==> config.mk <==
export PLATFORM = sky130hd
export DESIGN_NAME = adaptive_slicer
export DESIGN_NICKNAME = d
export VERILOG_FILES = /design/src/rtl/slicer_pkg.sv /design/src/rtl/slicer_tracker.sv /design/src/rtl/slicer_decider.sv /design/src/rtl/slicer_settle.sv /design/src/rtl/adaptive_slicer.sv
export SDC_FILE = /design/constraint.sdc
export NUM_CORES = 1
export LEC_CHECK = 0
export BUFFER_PORTS_ARGS = -buffer_cell sky130_fd_sc_hd__buf_2
export CAP_MARGIN = 10
export CORE_MARGIN = 3
export CORE_UTILIZATION = 55
export CTS_BUF_LIST = sky130_fd_sc_hd__clkbuf_8
export DETAILED_ROUTE_END_ITERATION = 10
export GPL_ROUTABILITY_DRIVEN = 0
export PLACE_DENSITY = 0.7
export SLEW_MARGIN = 20
export SYNTH_ARGS = -nofsm -noshare
export SYNTH_HDL_FRONTEND = slang
export SYNTH_SLANG_ARGS = --single-unit
==> constraint.sdc <==
create_clock -name clk -period 15.2 [get_ports clk]
set_input_delay 2.28 -clock clk [delete_from_list [all_inputs] [get_ports clk]]
set_output_delay 2.28 -clock clk [all_outputs]
set_load 0.1 [all_outputs]
==> src/rtl/slicer_pkg.sv <==
package slicer_pkg;
  typedef enum logic {TRK_PEAK = 1'b0, TRK_FLOOR = 1'b1} trk_kind_e;
endpackage

==> src/rtl/slicer_tracker.sv <==
module slicer_tracker
  import slicer_pkg::*;
#(
  parameter int        ACC_W = 12,
  parameter int        SHIFT = 3,
  parameter trk_kind_e KIND  = TRK_PEAK
) (
  input  logic             clk,
  input  logic             rst,
  input  logic             clear,
  input  logic             valid,
  input  logic [ACC_W-1:0] sample,
  output logic [ACC_W-1:0] level
);
  localparam logic [ACC_W-1:0] MID = ACC_W'(1) << (ACC_W - 1);

  logic [ACC_W-1:0] level_nx;

  generate
    if (KIND == TRK_PEAK) begin : g_peak
      always_comb begin
        if (sample > level) level_nx = sample;
        else                level_nx = level - ((level - sample) >> SHIFT);
      end
    end else begin : g_floor
      always_comb begin
        if (sample < level) level_nx = sample;
        else                level_nx = level + ((sample - level) >> SHIFT);
      end
    end
  endgenerate

  always_ff @(posedge clk) begin
    if (rst || clear)  level <= MID;
    else if (valid)    level <= level_nx;
  end
endmodule

==> src/rtl/slicer_decider.sv <==
module slicer_decider #(
  parameter int ACC_W  = 12,
  parameter int FRAC_W = 4,
  parameter int HYST_SHIFT = 3
) (
  input  logic                    clk,
  input  logic                    rst,
  input  logic                    clear,
  input  logic                    valid,
  input  logic [ACC_W-1:0]        sample,
  input  logic [ACC_W-1:0]        peak,
  input  logic [ACC_W-1:0]        floor_lvl,
  output logic [ACC_W-1:0]        swing,
  output logic [ACC_W-FRAC_W-1:0] thr_int,
  output logic                    bit_q
);
  localparam int XW = ACC_W + 2;

  logic [ACC_W:0]   pair_sum;
  logic [ACC_W-1:0] hyst;
  logic [XW-1:0]    s2, h2, sum2;
  logic             go_high, go_low;

  always_comb begin
    pair_sum = {1'b0, peak} + {1'b0, floor_lvl};
    swing    = peak - floor_lvl;
    hyst     = swing >> HYST_SHIFT;
    s2       = {1'b0, sample, 1'b0};
    h2       = {1'b0, hyst, 1'b0};
    sum2     = {1'b0, pair_sum};
    go_high  = s2 > (sum2 + h2);
    go_low   = (s2 + h2) < sum2;
    thr_int  = pair_sum[ACC_W:FRAC_W+1];
  end

  always_ff @(posedge clk) begin
    if (rst || clear)       bit_q <= 1'b0;
    else if (valid) begin
      if (go_high)          bit_q <= 1'b1;
      else if (go_low)      bit_q <= 1'b0;
    end
  end
endmodule

==> src/rtl/slicer_settle.sv <==
module slicer_settle #(
  parameter int ACC_W      = 12,
  parameter int FRAC_W     = 4,
  parameter int SETTLE_LEN = 16
) (
  input  logic                    clk,
  input  logic                    rst,
  input  logic                    clear,
  input  logic                    valid,
  input  logic [ACC_W-1:0]        swing,
  input  logic [ACC_W-FRAC_W-1:0] min_swing,
  output logic                    settled
);
  localparam int CW = $clog2(SETTLE_LEN + 1);
  localparam logic [CW-1:0] LAST = CW'(SETTLE_LEN - 1);
  localparam logic [CW-1:0] FULL = CW'(SETTLE_LEN);

  logic [CW-1:0] run_cnt;
  logic          wide;

  assign wide = swing > {min_swing, {FRAC_W{1'b0}}};

  always_ff @(posedge clk) begin
    if (rst || clear) begin
      run_cnt <= '0;
      settled <= 1'b0;
    end else if (valid) begin
      if (wide) begin
        if (run_cnt != FULL) run_cnt <= run_cnt + 1'b1;
        if (run_cnt == LAST) settled <= 1'b1;
      end else begin
        run_cnt <= '0;
      end
    end
  end
endmodule

==> src/rtl/adaptive_slicer.sv <==
module adaptive_slicer
  import slicer_pkg::*;
#(
  parameter int SAMPLE_W    = 8,
  parameter int FRAC_W      = 4,
  parameter int DECAY_SHIFT = 3,
  parameter int HYST_SHIFT  = 3,
  parameter int SETTLE_LEN  = 16
) (
  input  logic                clk,
  input  logic                rst,
  input  logic                clear,
  input  logic                smp_valid,
  input  logic [SAMPLE_W-1:0] smp_data,
  input  logic [SAMPLE_W-1:0] min_swing,
  output logic                bit_out,
  output logic [SAMPLE_W-1:0] threshold,
  output logic                settled
);
  localparam int ACC_W = SAMPLE_W + FRAC_W;

  logic [ACC_W-1:0] sample_fx, peak_lvl, floor_lvl, swing;

  assign sample_fx = {smp_data, {FRAC_W{1'b0}}};

  slicer_tracker #(.ACC_W(ACC_W), .SHIFT(DECAY_SHIFT), .KIND(TRK_PEAK)) u_peak (
    .clk(clk), .rst(rst), .clear(clear), .valid(smp_valid),
    .sample(sample_fx), .level(peak_lvl));

  slicer_tracker #(.ACC_W(ACC_W), .SHIFT(DECAY_SHIFT), .KIND(TRK_FLOOR)) u_floor (
    .clk(clk), .rst(rst), .clear(clear), .valid(smp_valid),
    .sample(sample_fx), .level(floor_lvl));

  slicer_decider #(.ACC_W(ACC_W), .FRAC_W(FRAC_W), .HYST_SHIFT(HYST_SHIFT)) u_dec (
    .clk(clk), .rst(rst), .clear(clear), .valid(smp_valid),
    .sample(sample_fx), .peak(peak_lvl), .floor_lvl(floor_lvl),
    .swing(swing), .thr_int(threshold), .bit_q(bit_out));

  slicer_settle #(.ACC_W(ACC_W), .FRAC_W(FRAC_W), .SETTLE_LEN(SETTLE_LEN)) u_settle (
    .clk(clk), .rst(rst), .clear(clear), .valid(smp_valid),
    .swing(swing), .min_swing(min_swing), .settled(settled));
endmodule

Yosys cells after proc, flatten, opt, wreduce, memory -nomap -nowiden
Cells that the tools add are included.

word-level totals
  register bits = 31
  input bits = 20
  output and inout bits = 10
  word-level logic and storage cells = 33

operators by class
  $add $sub $neg = 9
  $lt $le $gt $ge = 5
  equality and inequality tests = 3
  multiplexer cells = 6
  reductions and logical operators = 5

operators with widths
  operator               number
  $sub A12 B12 Y12       3
  $add A13 B10 Y14       2
  $gt A12 B12 Y1         2
  $mux W12               2
  $gt A13 B14 Y1         1
  $lt A14 B13 Y1         1
  $add A12 B12 Y13       1
  $add A12 B9 Y12        1
  $lt A12 B12 Y1         1
  $sub A12 B9 Y12        1
  $mux W5                2
  $add A5 B1 Y5 const B  1
  $eq A5 B4 Y1 const B   1
  $ne A5 B5 Y1 const B   1
  $reduce_and A2 Y1      2
  $reduce_and A3 Y1      1
  $mux W1                2
  $ne A2 B2 Y1 const B   1
  $reduce_bool A2 Y1     1
  $logic_or A1 B1 Y1     1

Longest topological paths before layout
Gate-level depths: netlist (run 1).

  depth after elaboration = 5
  depth in mapped cells = 25
  mapped depth without buffers = 25

Cells and area by module
A second synthesis (run 1) with hierarchy kept.

unflattened totals
  cell total of the unflattened synthesis = 789
  area, all modules = 6155.9 um^2

modules (own cells, without submodules)
  module                    times used  cells an instance  area an instance (um^2)  seq. area each (um^2)
  slicer_decider            1           353                2606.2                   20.0
  slicer_tracker (u_peak)   1           183                1470.2                   240.2
  slicer_tracker (u_floor)  1           178                1467.7                   240.2
  slicer_settle             1           74                 608.1                    120.1
  adaptive_slicer           1           1                  3.8                      0.0

Worst setup path before layout (run 1)
OpenSTA, ideal clock, no wires.

  kind = flip-flop to flip-flop
  from = register u_floor.level[1]
  to = register u_dec.bit_q
  library setup time = 0.127 ns
  data arrival time = 5.543 ns
  data required time = 15.073 ns
  slack = 9.530 ns
  stages on the path, launching flop included = 25
  buffers on the path = 0
  clock period less this slack = 5.670 ns
  path through = dfxtp_1 inv_1 ha_1 nor3b_4 nor3_1 nor2_1 nor2_1 nor2_1 nor2_1 xnor2_1 ha_1 nor2_1 o21ai_0 o211a_1 o211ai_1 or3_1 a31oi_1 xnor2_1 ha_1 nand4_1 nor2_1 a221oi_1 a21oi_1 o211ai_1 nand3_1

between the ends
  cells in the longest elaborated chain, start to end = 5
  elaborated cells on any way between the ends = 9
  those cells by class = add/sub: 4; order compare: 2; mux: 1; reduce/logical: 2

ends and longest elaborated chain
  what                                 line                   source
  from (decl)                          slicer_tracker.sv:13   output logic [ACC_W-1:0] level
  from (signal assigned)               slicer_tracker.sv:35   else if (valid) level <= level_nx;
  $add A12 B12 Y13 *                   slicer_decider.sv:25   pair_sum = {1'b0, peak} + {1'b0, floor_lvl};
  net threshold[0]                     adaptive_slicer.sv:17  output logic [SAMPLE_W-1:0] threshold,
  $add A13 B10 Y14                     slicer_decider.sv:31   go_high = s2 > (sum2 + h2);
  $gt A13 B14 Y1                       slicer_decider.sv:31
  $reduce_bool A2 Y1 (no source line)  --
  $reduce_and A2 Y1 (no source line)   --
  to (signal assigned)                 slicer_decider.sv:37   if (rst || clear) bit_q <= 1'b0;
  to (signal assigned)                 slicer_decider.sv:39   if (go_high) bit_q <= 1'b1;
  to (signal assigned)                 slicer_decider.sv:40   else if (go_low) bit_q <= 1'b0;
  to (decl)                            slicer_decider.sv:15   output logic bit_q

Mark *: on every way through the listed nets, which the timed path passes. The rest lies on a longest branch.
A chain may end at the register's enable or synchronous reset.

Worst setup path in the final report (run 1)
  from = register u_floor.level[3]
  to = output port threshold[5]

between the ends
  cells in the longest elaborated chain, start to end = 1

ends and longest elaborated chain
  what              line
  $add A12 B12 Y13  slicer_decider.sv:25
  to (decl)         adaptive_slicer.sv:17

Every way passes these cells.

==> results.yml, run 1 <==
status:
  outcome: "finished, final reports clean"
detailed_routing:
  routedWlPerCell_um: 15.78
  vias: 4746
  avgViaCountPerCell: 5.940
  ant_nets: 0
  wirelength_um: 12610
  first_pass_iters: 4
  drc_errors: 0
  drtIter0Drc: 203
grt:
  met2_usage_pct: 44.30
  grt.busiest_layer: "met2"
  grtUsageMet1_pct: 31.19
  grt_max_degree: 35
  overflow: 0
  antenna_found_initial: 0
  grt_pass1_vias: 4679
  grt_first_pass_wirelength_um: 20890
  grt_util_met3_pct: 2.233
  track_usage_pct: 24.60
worst_setup_path:
  crit_chain: "inv_1 > ha_1 > nor3_4 > o21ai_1 > a31oi_1 > a221oi_1 > xnor2_1 > buf_2"
  worstSetupEndpointType: "primary output"
  crit_type: "reg -> out"
  cp_num_buf_inv: 2
  crit_family: "compound AO/OA/AOI/OAI gates"
  slowest_stage: "dfxtp_1"
  cp_max_fo: 10
  cp.arrival_ns: 3.22
  slowest_delay_ns: 0.53
  startpoint_type: "flip-flop"
  required_ns: 12.92
yosys:
  synth_top_area_share_pct: 24.43
  synth.area.top_cells: "ha_1 24%, dfxtp_1 12%, xnor2_1 6.8%"
  synthMuxAreaShare_pct: 0.6289
  syn_area_um2: 5172
  synth_edf_count: 0
  ys_types: 66
  synth-seq-cells: 31
  ys.flop_type: "dfxtp_1"
  synth_top_family_by_area: "adder cells"
  syn_area_per_cell_um2: 7.697
  synth_fa_ha_area_share_pct: 27.14
  synth_compound_area_share_pct: 24.29
  syn_nets: 800
  ys_warn_count: 0
  synthXorXnorAreaFrac_pct: 9.676
  yosys.area_share.simple_pct: 19.09
  yosysMostFrequentCell: "ha_1"
  synth-async-reset-ratio_pct: 0
  synth_common_cells: "101 x ha_1, 69 x inv_1, 60 x a21oi_1"
  synth_area_leader_cell: "ha_1"
  yosysSeqAreaShare_pct: 12.00
  syn_inst: 672
timing:
  slew_viol_final: 0
  fmax_ghz: 0.1818
  setup_viol: 0
  hold_viol: 0
  rsz0062_at_grt: "no"
  worst_slew_pin_slew_ns: 1.062
  final.setup_skew_ns: 0.004168
  slew_headroom_pct: 28.91
  period_minus_slack_ns: 5.501
  setup_ws_ns: 9.699
  tns_ns: 0
  finalCritPeriodShare_pct: 36.19
pwr:
  p_sw_uw: 239.9
  netSwitchingFraction_pct: 48.31
  ir_drop_uv: 41.48
  power.leakage_nw: 2.543
  combPwrFrac_pct: 68.4
  power.internal_uw: 256.7
  seq_power_share_pct: 18.2
  clkPwrFrac_pct: 13.3
  power_per_cell_area_nw_per_um2: 91.03
finish:
  diodes: 0
  layout-drive-gt1-share_pct: 8.394
  final_nets: 818
  synthToLayoutAreaGrowth_pct: 5.467
  final_core_util_pct: 61.06
floorplanning:
  std_cell_rows: 34
  die_w_um: 103.0
  start_util_pct: 57.90
  pin_count: 30
  dieArea_um2: 10600
  die_y_um: 103.0
  core-area_um2: 8934
placed_design:
  pre_cts_ws_ns: 9.510
  hpwl_um: 10280
  io_buffer_count: 29
clock_tree:
  clock_latency_ns: 0.28
  hold_buffers: 0
  cts_buffer_depth: 2
  cts.reportedPaths.clkPinSlew_ns: 0.07
  cts_root_buf: "clkbuf_8"
  cts_sinks: 31
  numCtsBuffers: 5
  cts_tree: "built"
  postCtsSetupBuffers: 0
  htreeDepth: 2
  cts-resized-gates: 0
worst_hold_path:
  hold_class: "reg -> reg"
job:
  cap_viol_max_count: 0
per-layer routing:
| layer | vias up | wire length, um |
|---|---|---|
| li1 | 2420 | - |
| met1 | 2227 | 5963 |
| met3 | 17 | 386 |
| met4 | 0 | 209 |
| met5 | - | 0 |
| met2 | 82 | 6050 |
registers in the layout, summed over array words and instances (netlist names):
register,flops
u_settle.run_cnt,5
u_floor.level,12
u_peak.level,12
u_dec.bit_q,1
u_settle.settled,1
per-stage QoR:
stage	power (mW)	area (um2)	hold slack, ns	instances
finish	0.4966	5455	0.4771	799
detailed placement	0.4305	5370	0.4585	791
global route	0.5450	5455	0.5092	799
floorplan	0.3596	5172	0.4620	672
global placement	0.4212	5370	0.4463	791
CTS	0.4991	5455	0.4764	799
final timing paths:
| path | cells past startpoint | slack, ns | endpoint | start |
|---|---|---|---|---|
| setup / recovery | 8 | 9.70 | threshold[5] | u_floor.level[3] |
| hold reg to reg | 2 | 0.48 | u_settle.settled | u_settle.settled |
| hold / removal | 2 | 0.48 | u_settle.settled | u_settle.settled |
| setup reg to reg | 23 | 9.75 | u_dec.bit_q | u_floor.level[0] |
placed cells by master (no fill, tap or decap), types with 22 or more instances in the layout:
| master | instances |
|---|---|
| ha_1 | 101 |
| inv_1 | 70 |
| a21oi_1 | 60 |
| nor2_1 | 55 |
| xnor2_1 | 40 |
| dfxtp_1 | 31 |
| nand2_1 | 30 |
| buf_2 | 29 |
| o21ai_0 | 26 |
| nor3_1 | 22 |
worst reg2reg max path: stages, from the launching register on:
cell	delay [ns]
dfxtp_1	0.47
ha_1	0.23
inv_1	0.06
fa_1	0.41
a21o_1	0.20
a21oi_1	0.20
o21ai_0	0.11
a21oi_1	0.24
o21bai_1	0.14
a21oi_1	0.23
xnor2_1	0.30
ha_1	0.33
a21o_1	0.15
a21oi_1	0.23
xnor2_1	0.15
ha_1	0.26
a21o_1	0.18
a21o_1	0.17
a21o_1	0.17
a21o_1	0.17
a2111oi_0	0.50
o21ai_0	0.18
o2111ai_1	0.14
nand3_1	0.10
cell type report:
class,count,area (um2)
multi-input cells,548,4180
fillers,852,3478
well taps,108,135.1
flip-flops and latches,31,620.6
repair buffers,31,160.2
clock inverters,3,16.27
clock buffers,5,68.82
inverters,73,274.0
logic make-up after synthesis:
kind of cell / count (synthesis)
buf+inv: 93
mux: 3
compound gates: 192
flops: 31
fa+ha+maj: 108
xor+xnor: 55
simple gates: 190
power by group through the flow:
| stage | clock network [mW] | logic, mW | registers [mW] |
|---|---|---|---|
| 6_report | 0.0663 | 0.340 | 0.0905 |
| 2_1_floorplan | 0 | 0.266 | 0.0937 |
| 5_1_grt | 0.0716 | 0.382 | 0.0911 |
| 3_5_place_dp | 0 | 0.338 | 0.0922 |
| 4_1_cts | 0.0680 | 0.341 | 0.0903 |
| 3_3_place_gp | 0 | 0.329 | 0.0921 |
No activity file was read; power rests on OpenSTA's default activity.
==> run 2, diff against run 1 <==
ABC_AREA = 1   (was unset)
PLACE_DENSITY = 0.73   (was 0.7)
clock period = 4.72 ns   (was 15.2 ns; I/O delays follow)
==> results.yml, run 2 <==
grt:
  track_usage_pct: 26.76
  grt_max_degree: 34
  overflow: 0
  grt_first_pass_wirelength_um: 24400
  antenna_found_initial: 0
  grt_pass1_vias: 5360
detailed_routing:
  drtIter0Drc: 355
  wirelength_um: 15080
  ant_nets: 0
  first_pass_iters: 5
  avgViaCountPerCell: 5.684
  vias: 5491
  routedWlPerCell_um: 15.61
  drc_errors: 0
clock_tree:
  cts.reportedPaths.clkPinSlew_ns: 0.08
  cts_root_buf: "clkbuf_8"
  cts_sinks: 31
  cts_buffer_depth: 2
  clock_latency_ns: 0.29
  numCtsBuffers: 5
  htreeDepth: 2
  cts_tree: "built"
timing:
  hold_viol: 0
  slew_viol_final: 0
  slew_headroom_pct: 35.25
  finalCritPeriodShare_pct: 94.29
  worst_slew_pin_slew_ns: 0.9702
  hold_ws_ns: 0.4492
  setup_viol: 0
  fmax_ghz: 0.2247
  final.setup_skew_ns: 0.009152
  period_minus_slack_ns: 4.450
  tns_ns: 0
  setup_ws_ns: 0.2697
finish:
  reg.largest.list: "u_floor.level x12, u_peak.level x12, u_settle.run_cnt x5"
  mostFrequentLayoutCells: "154 x nand2_1, 122 x inv_1, 95 x ha_1"
  layout-drive-gt1-share_pct: 13.14
  final_nets: 964
  diodes: 0
  final_cells: 966
  synthToLayoutAreaGrowth_pct: 10.77
  final_common_cell: "nand2_1"
  final_core_util_pct: 63.86
  final_area_um2: 5984
yosys:
  synth_common_cells: "154 x nand2_1, 124 x inv_1, 101 x ha_1"
  synth_fa_ha_area_share_pct: 25.98
  synth_edf_count: 0
  synth.area.top_cells: "ha_1 23%, dfxtp_1 11%, nand2_1 11%"
  yosysSeqAreaShare_pct: 11.49
  yosysMostFrequentCell: "nand2_1"
  ys_warn_count: 0
  syn_area_per_cell_um2: 6.703
  synth_top_area_share_pct: 23.39
  synthMuxAreaShare_pct: 0
  ys.flop_type: "dfxtp_1"
  syn_inst: 806
  synth_top_family_by_area: "adder cells"
  synth_compound_area_share_pct: 19.18
  synthXorXnorAreaFrac_pct: 9.588
  syn_area_um2: 5403
  synth-seq-cells: 31
  ys_types: 41
  synth_area_leader_cell: "ha_1"
  yosys.area_share.simple_pct: 23.27
  syn_nets: 934
  synth-async-reset-ratio_pct: 0
floorplanning:
  pin_count: 30
  start_util_pct: 57.65
  die_y_um: 105.1
  die_w_um: 105.1
  core-area_um2: 9371
  std_cell_rows: 35
  dieArea_um2: 11050
placed_design:
  io_buffer_count: 29
  pre_cts_ws_ns: 0.1044
  placed_cell_area_um2: 5705
  hpwl_um: 12010
  dpl.cell_count: 954
job:
  cap_viol_max_count: 0
worst_setup_path:
  startpoint_type: "flip-flop"
  required_ns: 4.94
  crit_type: "reg -> reg"
  cp_max_fo: 6
  cp.arrival_ns: 4.67
  worstSetupEndpointType: "flip-flop"
pwr:
  ir_drop_uv: 148.9
  power_per_cell_area_nw_per_um2: 326.3
  finalPower_mw: 1.953
  power.leakage_nw: 3.007
worst_hold_path:
  hold_class: "reg -> reg"
status:
  outcome: "finished, final reports clean"
[run 2: cell types whose count changed after synthesis, moves of 21 or more]
cell     previous run  this run
xor2_1             14        40
xnor2_1            40        16
a21oi_1            60        94
inv_1              69       124
nand3_1            14        35
nand2_1            30       154
[run 2: critical path: stages, from the launching register on]
cell	delay [ns]
dfxtp_2	0.35
ha_1	0.25
fa_1	0.45
a21oi_1	0.26
o31ai_1	0.14
a31oi_1	0.35
xor2_4	0.16
ha_4	0.31
nand2_1	0.09
o21ai_0	0.21
o21bai_2	0.18
nand3_1	0.11
nand2_1	0.08
nand2_1	0.06
xor2_1	0.15
ha_1	0.29
nand2_1	0.06
nor2_1	0.09
nand4_1	0.13
o21bai_1	0.20
a21oi_1	0.06
a211oi_1	0.22
nand2_1	0.09
a21oi_2	0.11
[run 2: worst paths after layout]
path / slack [ns] / startpoint / end / cells past startpoint
max: 0.27 / u_floor.level[0] / u_dec.bit_q / 23
min: 0.45 / u_settle.settled / u_settle.settled / 2
max reg2reg: 0.27 / u_floor.level[0] / u_dec.bit_q / 23
min reg2reg: 0.45 / u_settle.settled / u_settle.settled / 2
[run 2: power breakdown]
group	switching (mW)	internal [mW]	leakage [nW]
Clock	0.115	0.171	0.0612
Sequential	0.0188	0.274	0.253
Combinational	0.859	0.515	2.69
[run 2: metal layers]
metal / up-vias / global-route usage [%] / wire, um
li1: 2746 / - / -
met1: 2543 / 32.06 / 6392
met2: 159 / 49.59 / 7552
met3: 43 / 2.347 / 702
met4: 0 / 9.185 / 435
met5: - / 0 / 0
[run 2: cell type report]
cell class / instances / area (um2)
flip-flops and latches: 31 / 623.1
fillers: 874 / 3387
repair buffers: 36 / 197.7
clock buffers: 6 / 82.58
clock inverters: 2 / 35.03
inverters: 133 / 499.2
multi-input cells: 629 / 4385
well taps: 129 / 161.4
[run 2: cell families (layout without fill, tap and decap cells)]
| logic type | Yosys count | after routing |
|---|---|---|
| fa+ha+maj | 108 | 108 |
| flops | 31 | 31 |
| simple gates | 283 | 283 |
| buf+inv | 146 | 177 |
| xor+xnor | 57 | 57 |
| compound gates | 181 | 181 |
[run 2: what timing repair did]
action                                  CTS  global route
hold buffers                              0             0
gates resized for setup                   0            29
endpoints found under the setup margin    0             1
setup buffers                             0             4
